File: src/rtl/eth_rst_seq_pkg.sv
package eth_rst_seq_pkg;

  typedef enum logic [3:0] {
    ST_IDLE,
    ST_G_HOLD,   // all lines low, wait for core ack low and both flags low
    ST_G_SIDE,   // release direction lines, core still low
    ST_G_REL,    // core released, wait core ack high
    ST_G_SUB,    // wait direction acks high
    ST_G_RDY,    // wait both readiness flags
    ST_T_HOLD,   // tx line low, wait tx ack low and lanes unstable
    ST_T_REL,    // tx released, wait tx ack high and lanes stable
    ST_R_HOLD,
    ST_R_REL
  } seq_st_e;

  // bit positions inside the synchronized input bus
  localparam int unsigned IN_CORE_ACK = 0;
  localparam int unsigned IN_TX_ACK   = 1;
  localparam int unsigned IN_RX_ACK   = 2;
  localparam int unsigned IN_TX_STAB  = 3;
  localparam int unsigned IN_RX_RDY   = 4;
  localparam int unsigned IN_W        = 5;

endpackage

File: src/rtl/eth_rst_sync.sv
module eth_rst_sync #(
  parameter int unsigned W      = 5,
  parameter int unsigned STAGES = 2,
  parameter logic [W-1:0] INIT  = '0
) (
  input  logic         clk,
  input  logic         rst,
  input  logic [W-1:0] d,
  output logic [W-1:0] q
);

  logic [STAGES-1:0][W-1:0] pipe;

  always_ff @(posedge clk) begin
    if (rst) begin
      for (int s = 0; s < STAGES; s++) pipe[s] <= INIT;
    end else begin
      pipe[0] <= d;
      for (int s = 1; s < STAGES; s++) pipe[s] <= pipe[s-1];
    end
  end

  assign q = pipe[STAGES-1];

endmodule

File: src/rtl/eth_rst_req.sv
module eth_rst_req (
  input  logic clk,
  input  logic rst,
  input  logic req_full,
  input  logic req_tx,
  input  logic req_rx,
  input  logic take_full,
  input  logic take_tx,
  input  logic take_rx,
  output logic pend_full,
  output logic pend_tx,
  output logic pend_rx
);

  // a full take also drops the direction requests: the full sequence covers them
  always_ff @(posedge clk) begin
    if (rst) begin
      pend_full <= 1'b0;
      pend_tx   <= 1'b0;
      pend_rx   <= 1'b0;
    end else begin
      pend_full <= (pend_full & ~take_full) | req_full;
      pend_tx   <= (pend_tx & ~take_tx & ~take_full) | req_tx;
      pend_rx   <= (pend_rx & ~take_rx & ~take_full) | req_rx;
    end
  end

endmodule

File: src/rtl/eth_rst_timer.sv
module eth_rst_timer #(
  parameter int unsigned TO_W = 16
) (
  input  logic            clk,
  input  logic            rst,
  input  logic            restart,
  input  logic            run,
  input  logic [TO_W-1:0] limit,
  output logic            expired
);

  localparam logic [TO_W-1:0] CNT_MAX = '1;

  logic [TO_W-1:0] cnt;

  always_ff @(posedge clk) begin
    if (rst || restart || !run) cnt <= '0;
    else if (cnt != CNT_MAX)    cnt <= cnt + 1'b1;
  end

  assign expired = run && (cnt >= limit);

endmodule

File: src/rtl/eth_rst_fsm.sv
module eth_rst_fsm
  import eth_rst_seq_pkg::*;
(
  input  logic            clk,
  input  logic            rst,
  input  logic [IN_W-1:0] ins,
  input  logic            pend_full,
  input  logic            pend_tx,
  input  logic            pend_rx,
  input  logic            expired,
  output logic            take_full,
  output logic            take_tx,
  output logic            take_rx,
  output logic            tmr_restart,
  output logic            tmr_run,
  output logic            core_rst_n,
  output logic            tx_rst_n,
  output logic            rx_rst_n,
  output logic            busy,
  output logic            ready,
  output logic            error
);

  seq_st_e st, nxt;
  logic n_core, n_tx, n_rx, set_err;

  logic core_ack, tx_ack, rx_ack, stab, rdy;
  assign core_ack = ins[IN_CORE_ACK];
  assign tx_ack   = ins[IN_TX_ACK];
  assign rx_ack   = ins[IN_RX_ACK];
  assign stab     = ins[IN_TX_STAB];
  assign rdy      = ins[IN_RX_RDY];

  // every state but idle and the one-cycle side release waits on the core
  assign tmr_run     = (st != ST_IDLE) && (st != ST_G_SIDE);
  assign tmr_restart = (nxt != st);

  always_comb begin
    nxt       = st;
    n_core    = core_rst_n;
    n_tx      = tx_rst_n;
    n_rx      = rx_rst_n;
    take_full = 1'b0;
    take_tx   = 1'b0;
    take_rx   = 1'b0;
    set_err   = 1'b0;
    unique case (st)
      ST_IDLE: begin
        if (pend_full) begin
          nxt = ST_G_HOLD; n_core = 1'b0; n_tx = 1'b0; n_rx = 1'b0;
          take_full = 1'b1;
        end else if (pend_tx) begin
          nxt = ST_T_HOLD; n_tx = 1'b0; take_tx = 1'b1;
        end else if (pend_rx) begin
          nxt = ST_R_HOLD; n_rx = 1'b0; take_rx = 1'b1;
        end
      end
      ST_G_HOLD: if (!core_ack && !stab && !rdy) begin
        nxt = ST_G_SIDE; n_tx = 1'b1; n_rx = 1'b1;
      end
      ST_G_SIDE: begin
        nxt = ST_G_REL; n_core = 1'b1;
      end
      ST_G_REL:  if (core_ack)          nxt = ST_G_SUB;
      ST_G_SUB:  if (tx_ack && rx_ack)  nxt = ST_G_RDY;
      ST_G_RDY:  if (stab && rdy)       nxt = ST_IDLE;
      ST_T_HOLD: if (!tx_ack && !stab) begin
        nxt = ST_T_REL; n_tx = 1'b1;
      end
      ST_T_REL:  if (tx_ack && stab)    nxt = ST_IDLE;
      ST_R_HOLD: if (!rx_ack && !rdy) begin
        nxt = ST_R_REL; n_rx = 1'b1;
      end
      ST_R_REL:  if (rx_ack && rdy)     nxt = ST_IDLE;
      default:   nxt = ST_IDLE;
    endcase
    if (tmr_run && expired) begin
      nxt     = ST_IDLE;
      n_core  = 1'b0;
      n_tx    = 1'b0;
      n_rx    = 1'b0;
      set_err = 1'b1;
    end
  end

  always_ff @(posedge clk) begin
    if (rst) begin
      st         <= ST_G_HOLD;
      core_rst_n <= 1'b0;
      tx_rst_n   <= 1'b0;
      rx_rst_n   <= 1'b0;
      busy       <= 1'b1;
      ready      <= 1'b0;
      error      <= 1'b0;
    end else begin
      st         <= nxt;
      core_rst_n <= n_core;
      tx_rst_n   <= n_tx;
      rx_rst_n   <= n_rx;
      busy       <= (nxt != ST_IDLE);
      ready      <= (nxt == ST_IDLE) && n_core && n_tx && n_rx && stab && rdy;
      error      <= error | set_err;
    end
  end

endmodule

File: src/rtl/eth_rst_seq.sv
module eth_rst_seq
  import eth_rst_seq_pkg::*;
#(
  parameter int unsigned TO_W        = 16,
  parameter int unsigned SYNC_STAGES = 2
) (
  input  logic            clk,
  input  logic            rst,
  input  logic [TO_W-1:0] timeout_cycles,
  input  logic            req_full,
  input  logic            req_tx,
  input  logic            req_rx,
  input  logic            core_ack_n,
  input  logic            tx_ack_n,
  input  logic            rx_ack_n,
  input  logic            tx_stable,
  input  logic            rx_ready,
  output logic            core_rst_n,
  output logic            tx_rst_n,
  output logic            rx_rst_n,
  output logic            busy,
  output logic            ready,
  output logic            error
);

  // acks start as "not in reset", flags as "not ready"
  localparam logic [IN_W-1:0] SYNC_INIT = IN_W'(5'b00111);

  logic [IN_W-1:0] raw_in, sync_in;
  logic core_ack_s, tx_ack_s, rx_ack_s;
  logic pend_full, pend_tx, pend_rx;
  logic take_full, take_tx, take_rx;
  logic tmr_restart, tmr_run, expired;

  always_comb begin
    raw_in              = '0;
    raw_in[IN_CORE_ACK] = core_ack_n;
    raw_in[IN_TX_ACK]   = tx_ack_n;
    raw_in[IN_RX_ACK]   = rx_ack_n;
    raw_in[IN_TX_STAB]  = tx_stable;
    raw_in[IN_RX_RDY]   = rx_ready;
  end

  eth_rst_sync #(.W(IN_W), .STAGES(SYNC_STAGES), .INIT(SYNC_INIT)) u_sync (
    .clk(clk), .rst(rst), .d(raw_in), .q(sync_in)
  );

  assign core_ack_s = sync_in[IN_CORE_ACK];
  assign tx_ack_s   = sync_in[IN_TX_ACK];
  assign rx_ack_s   = sync_in[IN_RX_ACK];

  eth_rst_req u_req (
    .clk(clk), .rst(rst),
    .req_full(req_full), .req_tx(req_tx), .req_rx(req_rx),
    .take_full(take_full), .take_tx(take_tx), .take_rx(take_rx),
    .pend_full(pend_full), .pend_tx(pend_tx), .pend_rx(pend_rx)
  );

  eth_rst_timer #(.TO_W(TO_W)) u_tmr (
    .clk(clk), .rst(rst), .restart(tmr_restart), .run(tmr_run),
    .limit(timeout_cycles), .expired(expired)
  );

  eth_rst_fsm u_fsm (
    .clk(clk), .rst(rst), .ins(sync_in),
    .pend_full(pend_full), .pend_tx(pend_tx), .pend_rx(pend_rx),
    .expired(expired),
    .take_full(take_full), .take_tx(take_tx), .take_rx(take_rx),
    .tmr_restart(tmr_restart), .tmr_run(tmr_run),
    .core_rst_n(core_rst_n), .tx_rst_n(tx_rst_n), .rx_rst_n(rx_rst_n),
    .busy(busy), .ready(ready), .error(error)
  );

endmodule

File: config.mk
export PLATFORM = sky130hd
export DESIGN_NAME = eth_rst_seq
export DESIGN_NICKNAME = d
export VERILOG_FILES = /design/src/rtl/eth_rst_seq_pkg.sv /design/src/rtl/eth_rst_sync.sv /design/src/rtl/eth_rst_req.sv /design/src/rtl/eth_rst_timer.sv /design/src/rtl/eth_rst_fsm.sv /design/src/rtl/eth_rst_seq.sv
export SDC_FILE = /design/constraint.sdc
export NUM_CORES = 1
export LEC_CHECK = 0
export BUFFER_PORTS_ARGS = -buffer_cell sky130_fd_sc_hd__clkbuf_2
export CAP_MARGIN = 20
export CELL_PAD_IN_SITES_DETAIL_PLACEMENT = 1
export CELL_PAD_IN_SITES_GLOBAL_PLACEMENT = 1
export CORE_UTILIZATION = 43
export DETAILED_ROUTE_END_ITERATION = 16
export PLACE_DENSITY_LB_ADDON = 0.1
export SLEW_MARGIN = 30
export SYNTH_ARGS = -nofsm -noshare
export SYNTH_HDL_FRONTEND = slang
export SYNTH_HIERARCHICAL = 1
export SYNTH_SLANG_ARGS = --single-unit
File: constraint.sdc
create_clock -name clk -period 4.3 [get_ports clk]
set_input_delay 0.645 -clock clk [delete_from_list [all_inputs] [get_ports clk]]
set_output_delay 0.645 -clock clk [all_outputs]
set_load 0.01 [all_outputs]
==> results.cfg, run 1 <==
[run_status]
outcome = complete, no violations

[sta]
drv_slew = 0
finalCritPeriodShare = 0.8847
clock.fmax_mhz = 262.9
grt_setup_unrepaired = false
worst_pin_slew_ps = 679.5
whs_ps = 410.0
maxSlewHeadroom = 0.5428
finalHoldViolations = 0
fin_crit_ps = 3804
setup_viol = 0
finalClockSkew_ps = 6.418
setup_slack_ps = 496.0
tns_ps = 0

[worst_setup_path]
critPathMaxFanout = 17
r2r_slack_ps = 500
path_cells = nor3_1 -> inv_1 -> nand3_1 -> nor2_1 -> nand2_1 -> o21ai_0 -> o22a_1 -> o22a_1 -> a31oi_1 -> or3b_1 -> a32o_1 -> nor2_1 -> nand2_1 -> a2111o_1 -> o21ai_0
cp_top_family = compound AO/OA/AOI/OAI gates
r2r_cells = 15
crit_cells = 15
cp_slowest_stage_delay_ps = 700
path_class = flip-flop to flip-flop
critPathLaunchType = flip-flop
critPathBufInv = 1
r2r_end = u_tmr/cnt[3]
cp_slowest_cell = dfxtp_1
timing.rr.start = u_fsm/st[0]
worst_ep_required_time_ps = 4530
arrival_ps = 4030
crit_path_end_kind = flip-flop

[detailed_routing]
routed_wl_um = 5550
final_antenna_net_count = 0
routedWlPerCell_um = 14.23
viasPerCell = 5.579
dr.pass1.iters = 4
vias = 2176
drc = 0
drt_iter0_drc = 163

[floorplanning]
core-area_um2 = 5205
rows = 26
ioPinCount = 32
start_util = 0.4575
fp.dieH_um = 76.41
die_w_um = 76.41
fp.dieArea_um2 = 5838

[cells_and_area]
antenna_cells = 0
nFillCells = 659
fin_nets = 362
drive_gt1_frac = 0.1750
stdcell_count = 390
syn_to_final_growth_pct = 12.82

[yosys]
ys.flop_type = dfxtp_1
synth-async-reset-ratio = 0
synth_cells = 291
ys_ff_latch = 39
synth_simple_gate_area_share = 0.3064
synth_area_leaders = dfxtp_1 33%, ha_1 8.9%, nand2_1 4.6%
synth.most_common_cell = dfxtp_1
synth_nets = 334
synth_top_family_by_area = simple AND/OR/NAND/NOR gates
synth_fa_ha_area_frac = 0.08933
synth.area.mux_share = 0.01682
synth-edff-count = 0
synth_top_area_share = 0.3279
yosysWarnings = 6
syn_area_um2 = 2381
yosysUniqueCellTypes = 60
synthTopCellsByCount = 39 x dfxtp_1, 29 x nand2_1, 24 x inv_1
synth-compound-area-share = 0.1839
synthXorXnorAreaFrac = 0.003678
ys_seq_area_frac = 0.3279
syn_area_per_cell_um2 = 8.182
yosysTopAreaCell = dfxtp_1

[placement]
port_buffers = 31
dpl.hpwl_um = 4203
gp_congestion = 0.7932
placed_cells = 382
dp_slack_ps = 269.8

[cts]
cts_buffers = 5
cts_tree = done
post_cts.repair.setup_buffers = 0
root_buffer = clkbuf_8
ctsHoldBuffers = 0
clk_pin_slew_ps = 80
clk_latency_ps = 290
cts.repair.resized = 0
cts.sinks = 39
clockBufferDepth = 2
htreeDepth = 2

[job]
drv_cap = 0

[power_and_ir_drop]
ir_worst_vdd_mv = 0.1867
leakage_uw = 0.001154
powerDensity_nw_per_um2 = 365.8

[global_route]
first_global_vias = 2131
grt_pass1_wl_um = 9887
grt_start_max_net_pins = 25
antenna_found_initial = 0
grtUsageTotal = 0.2091
grt-ovfl-total = 0

[hold_path]
hp-start = u_sync/pipe[0]
holdPathEnd = u_sync/q[0]
hp-class = flip-flop to flip-flop
hold_path_depth = 1
worst register-to-register path, delay by kind of cell, from the launching register on:
family          cells  cell delay [ps]
flops               1              700
simple gates        7             1230
compound gates      7             1640
buf+inv             1              160
metrics by stage:
step / util / instance area [um^2] / total power [uW]
floorplan: - / 2381 / 597.5
global placement: 0.4928 / 2565 / 665.4
detailed placement: 0.4938 / 2570 / 672.2
CTS: 0.5161 / 2686 / 994.3
global route: 0.5161 / 2686 / 1045
finish: 0.5161 / 2686 / 982.6
cell type report:
cell class              count  area, um^2  area share
well taps                  70       87.58     0.03260
clock buffers               5       68.82     0.02562
clock inverters             3       47.55     0.01770
flip-flops and latches     39       780.7      0.2906
multi-input cells         215        1434      0.5338
inverters                  24       90.09     0.03354
repair buffers             34       177.7     0.06614
cells in the final DEF (no fill, tap or decap), types with 6 or more instances in the layout:
cell type and instances:
clkbuf_2 31, ha_1 17, nand2b_1 6, o21ai_0 15, nand3_1 11, nor3_1 9, nand2_1 29, a21oi_1 21
nor3b_1 6, or2_1 6, nor2_1 14, dfxtp_1 39, nor2b_1 10, inv_1 24
report_power, final:
part / total (uW) / internal [uW] / switching (uW)
Sequential: 425 / 385 / 39.9
Combinational: 241 / 108 / 134
Clock: 316 / 176 / 141
registers in the layout (all words and copies together), names as in the netlist:
name / count
u_req/pend_full: 1
u_fsm/st: 4
u_sync/pipe: 5
u_req/pend_tx: 1
u_fsm/ready: 1
u_fsm/error: 1
u_fsm/core_rst_n: 1
u_req/pend_rx: 1
u_sync/q: 5
u_fsm/busy: 1
u_tmr/cnt: 16
u_fsm/tx_rst_n: 1
u_fsm/rx_rst_n: 1
worst max path at each step:
| stage | start | end | slack, ps |
|---|---|---|---|
| floorplan | timeout_cycles[2] | u_tmr/cnt[12] | 610 |
| global placement | timeout_cycles[2] | u_tmr/cnt[3] | 410 |
| detailed placement | timeout_cycles[2] | u_tmr/cnt[3] | 270 |
| CTS | u_fsm/st[0] | u_tmr/cnt[3] | 530 |
| global route | u_fsm/st[2] | u_tmr/cnt[3] | 140 |
| finish | u_fsm/st[0] | u_tmr/cnt[3] | 500 |
routing by layer:
layer	up-vias	GRT usage	routed length (um)
met5	-	0	0
met1	1021	0.2955	2869
li1	1095	-	-
met2	55	0.3216	2378
met3	5	0.03234	247
met4	0	0.07115	53
cells by family (layout without fill, tap and decap cells):
family                   after synthesis  after routing
AND/OR/NAND/NOR                      126            126
AO/OA/AOI/OAI                         67             67
flip-flops                            39             39
buffers and inverters                 37             66
adder cells (fa/ha/maj)               17             17
multiplexers                           4              4
XOR/XNOR                               1              1
No activity file was read; power rests on OpenSTA's default activity.
==> run 2: changes to the inputs <==
CORE_ASPECT_RATIO = 1.1   (was unset)
==> run 2 against run 1 <==
Against the previous run: clock-buffer cell count stayed put; setup slack better by 150 ps; routed wire length is 4.4% higher; sequential power hardly changed; first-iteration DRC count is 44% lower; worst hold slack worse by 3.0 ps; critical path depth is 2 higher; non-clock buffer count is 1 lower; cell count is 1.0% higher; combinational power hardly changed; maximum frequency is 4.1% higher; die area hardly changed.
==> results.cfg, run 2 (same netlist as run 1, synthesis figures left out) <==
[job]
drv_cap = 0

[placement]
dp_slack_ps = 323.5
placed_cells = 386
placed_area_um2 = 2569
port_buffers = 31
gp_congestion = 0.8256
dpl.hpwl_um = 4376

[cells_and_area]
largest_register_ffs = 16
regMostFlops = u_tmr/cnt
antenna_cells = 0
design_area_um2 = 2705
final_util = 0.5047
fin_nets = 361
final_cell_mix = 39 x dfxtp_1, 31 x clkbuf_2, 29 x nand2_1, 24 x inv_1, 21 x a21oi_1
stdcell_count = 394
drive_gt1_frac = 0.1724
nFillCells = 694
syn_to_final_growth_pct = 13.61
final_common_cell = dfxtp_1

[floorplanning]
fp.dieH_um = 80.05
fp.dieArea_um2 = 5839
die_w_um = 72.95
ioPinCount = 32
rows = 28
core-area_um2 = 5360
start_util = 0.4442

[sta]
finalCritPeriodShare = 0.8502
finalHoldViolations = 0
drv_slew = 0
fin_crit_ps = 3656
finalClockSkew_ps = 6.316
worst_pin_slew_ps = 788.1
grt_setup_unrepaired = false
setup_slack_ps = 644.3
clock.fmax_mhz = 273.5
maxSlewHeadroom = 0.4698
tns_ps = 0
setup_viol = 0

[power_and_ir_drop]
p_sw_frac = 0.3007
leakage_uw = 0.001153
power_frac_seq = 0.411
pwr-share-clk = 0.358
p_int_uw = 723.3
power.switching_uw = 311.0
power_frac_comb = 0.231
ir_worst_vdd_mv = 0.2245
powerDensity_nw_per_um2 = 382.4

[cts]
clk_pin_slew_ps = 80
post_cts.repair.setup_buffers = 0
cts.sinks = 39
cts_tree = done
clockBufferDepth = 2
cts.repair.resized = 0
cts_buffers = 5
htreeDepth = 2
ctsHoldBuffers = 0
root_buffer = clkbuf_8
clk_latency_ps = 300

[run_status]
outcome = complete, no violations

[worst_setup_path]
path_common_cell = o21ai_0
cp_slowest_stage_delay_ps = 360
worst_ep_required_time_ps = 4540
cp_slowest_cell = or3b_1
critPathLaunchType = input pin
critPathMaxFanout = 13
r2r_slack_ps = 690
path_class = input pin to flip-flop
crit_path_end_kind = flip-flop
path_cells = clkbuf_2 -> inv_1 -> ha_1 -> a211oi_1 -> o21ai_0 -> a41oi_1 -> o21ai_0 -> o22a_1 -> o22a_1 -> o21ai_0 -> or3b_1 -> a32o_1 -> nor3b_1 -> buf_4 -> nand2_1 -> a21oi_1 -> a31o_2
arrival_ps = 3900

[global_route]
grt-ovfl-total = 0
grtUsageTotal = 0.2278
busiest_layer = met2
grt_util_met2 = 0.4187
grt_pass1_wl_um = 10130
first_global_vias = 2154
grt_start_max_net_pins = 25
antenna_found_initial = 0
grt_use_met3 = 0.03914
use_met1 = 0.2628

[hold_path]
hp-class = flip-flop to flip-flop

[detailed_routing]
routedWlPerCell_um = 14.71
routed_wl_um = 5794
vias = 2157
final_antenna_net_count = 0
dr.pass1.iters = 4
drt_iter0_drc = 92
drc = 0
viasPerCell = 5.475
run 2: changes by cell type in the layout (fill, tap and decap cells not counted), sizes merged:
cell	before	now
bufinv	1	2
clkinvlp	0	1
clkinv	1	0
inv	25	24
buf	3	2
run 2: power by group through the flow:
stage	clock, uW	combinational [uW]	sequential (uW)
after floorplan	0	186	411
after global placement	0	234	432
after detailed placement	0	238	433
after CTS	380	241	425
after global routing	400	275	431
final	371	239	425
run 2: final cells by class:
| class | instances | area (um^2) | area share |
|---|---|---|---|
| multi-input cells | 215 | 1434 | 0.5301 |
| well taps | 75 | 93.84 | 0.03469 |
| inverters | 24 | 90.09 | 0.03330 |
| clock buffers | 5 | 68.82 | 0.02544 |
| flip-flops and latches | 39 | 780.7 | 0.2886 |
| repair buffers | 33 | 170.2 | 0.06290 |
| clock inverters | 3 | 67.56 | 0.02498 |
run 2: per-stage QoR:
step | hold WS [ps] | power [uW]
after floorplan | 383.2 | 597.5
after global placement | 393.7 | 665.7
after detailed placement | 390.6 | 671.4
after CTS | 410.3 | 1046
after global routing | 422.0 | 1106
final | 407.0 | 1034
run 2: routing by layer:
| layer | routed length, um | part of all wire | vias up |
|---|---|---|---|
| met5 | 0 | 0 | - |
| met2 | 3061 | 0.53 | 23 |
| li1 | - | - | 1098 |
| met4 | 52 | 0.0090 | 0 |
| met3 | 138 | 0.024 | 5 |
| met1 | 2541 | 0.44 | 1031 |
run 2: final timing paths:
| kind | cells past startpoint | end | from |
|---|---|---|---|
| min | 1 | u_sync/q[0] | u_sync/pipe[0] |
| min reg2reg | 1 | u_sync/q[0] | u_sync/pipe[0] |
| max reg2reg | 16 | u_tmr/cnt[12] | u_fsm/st[2] |
| max | 17 | u_tmr/cnt[12] | timeout_cycles[2] |
run 2: worst max-delay path: cells and delay by family:
kind / cells / cell delay [ps]
adder cells (fa/ha/maj): 1 / 290
AO/OA/AOI/OAI: 10 / 2000
AND/OR/NAND/NOR: 3 / 620
buffers and inverters: 3 / 320
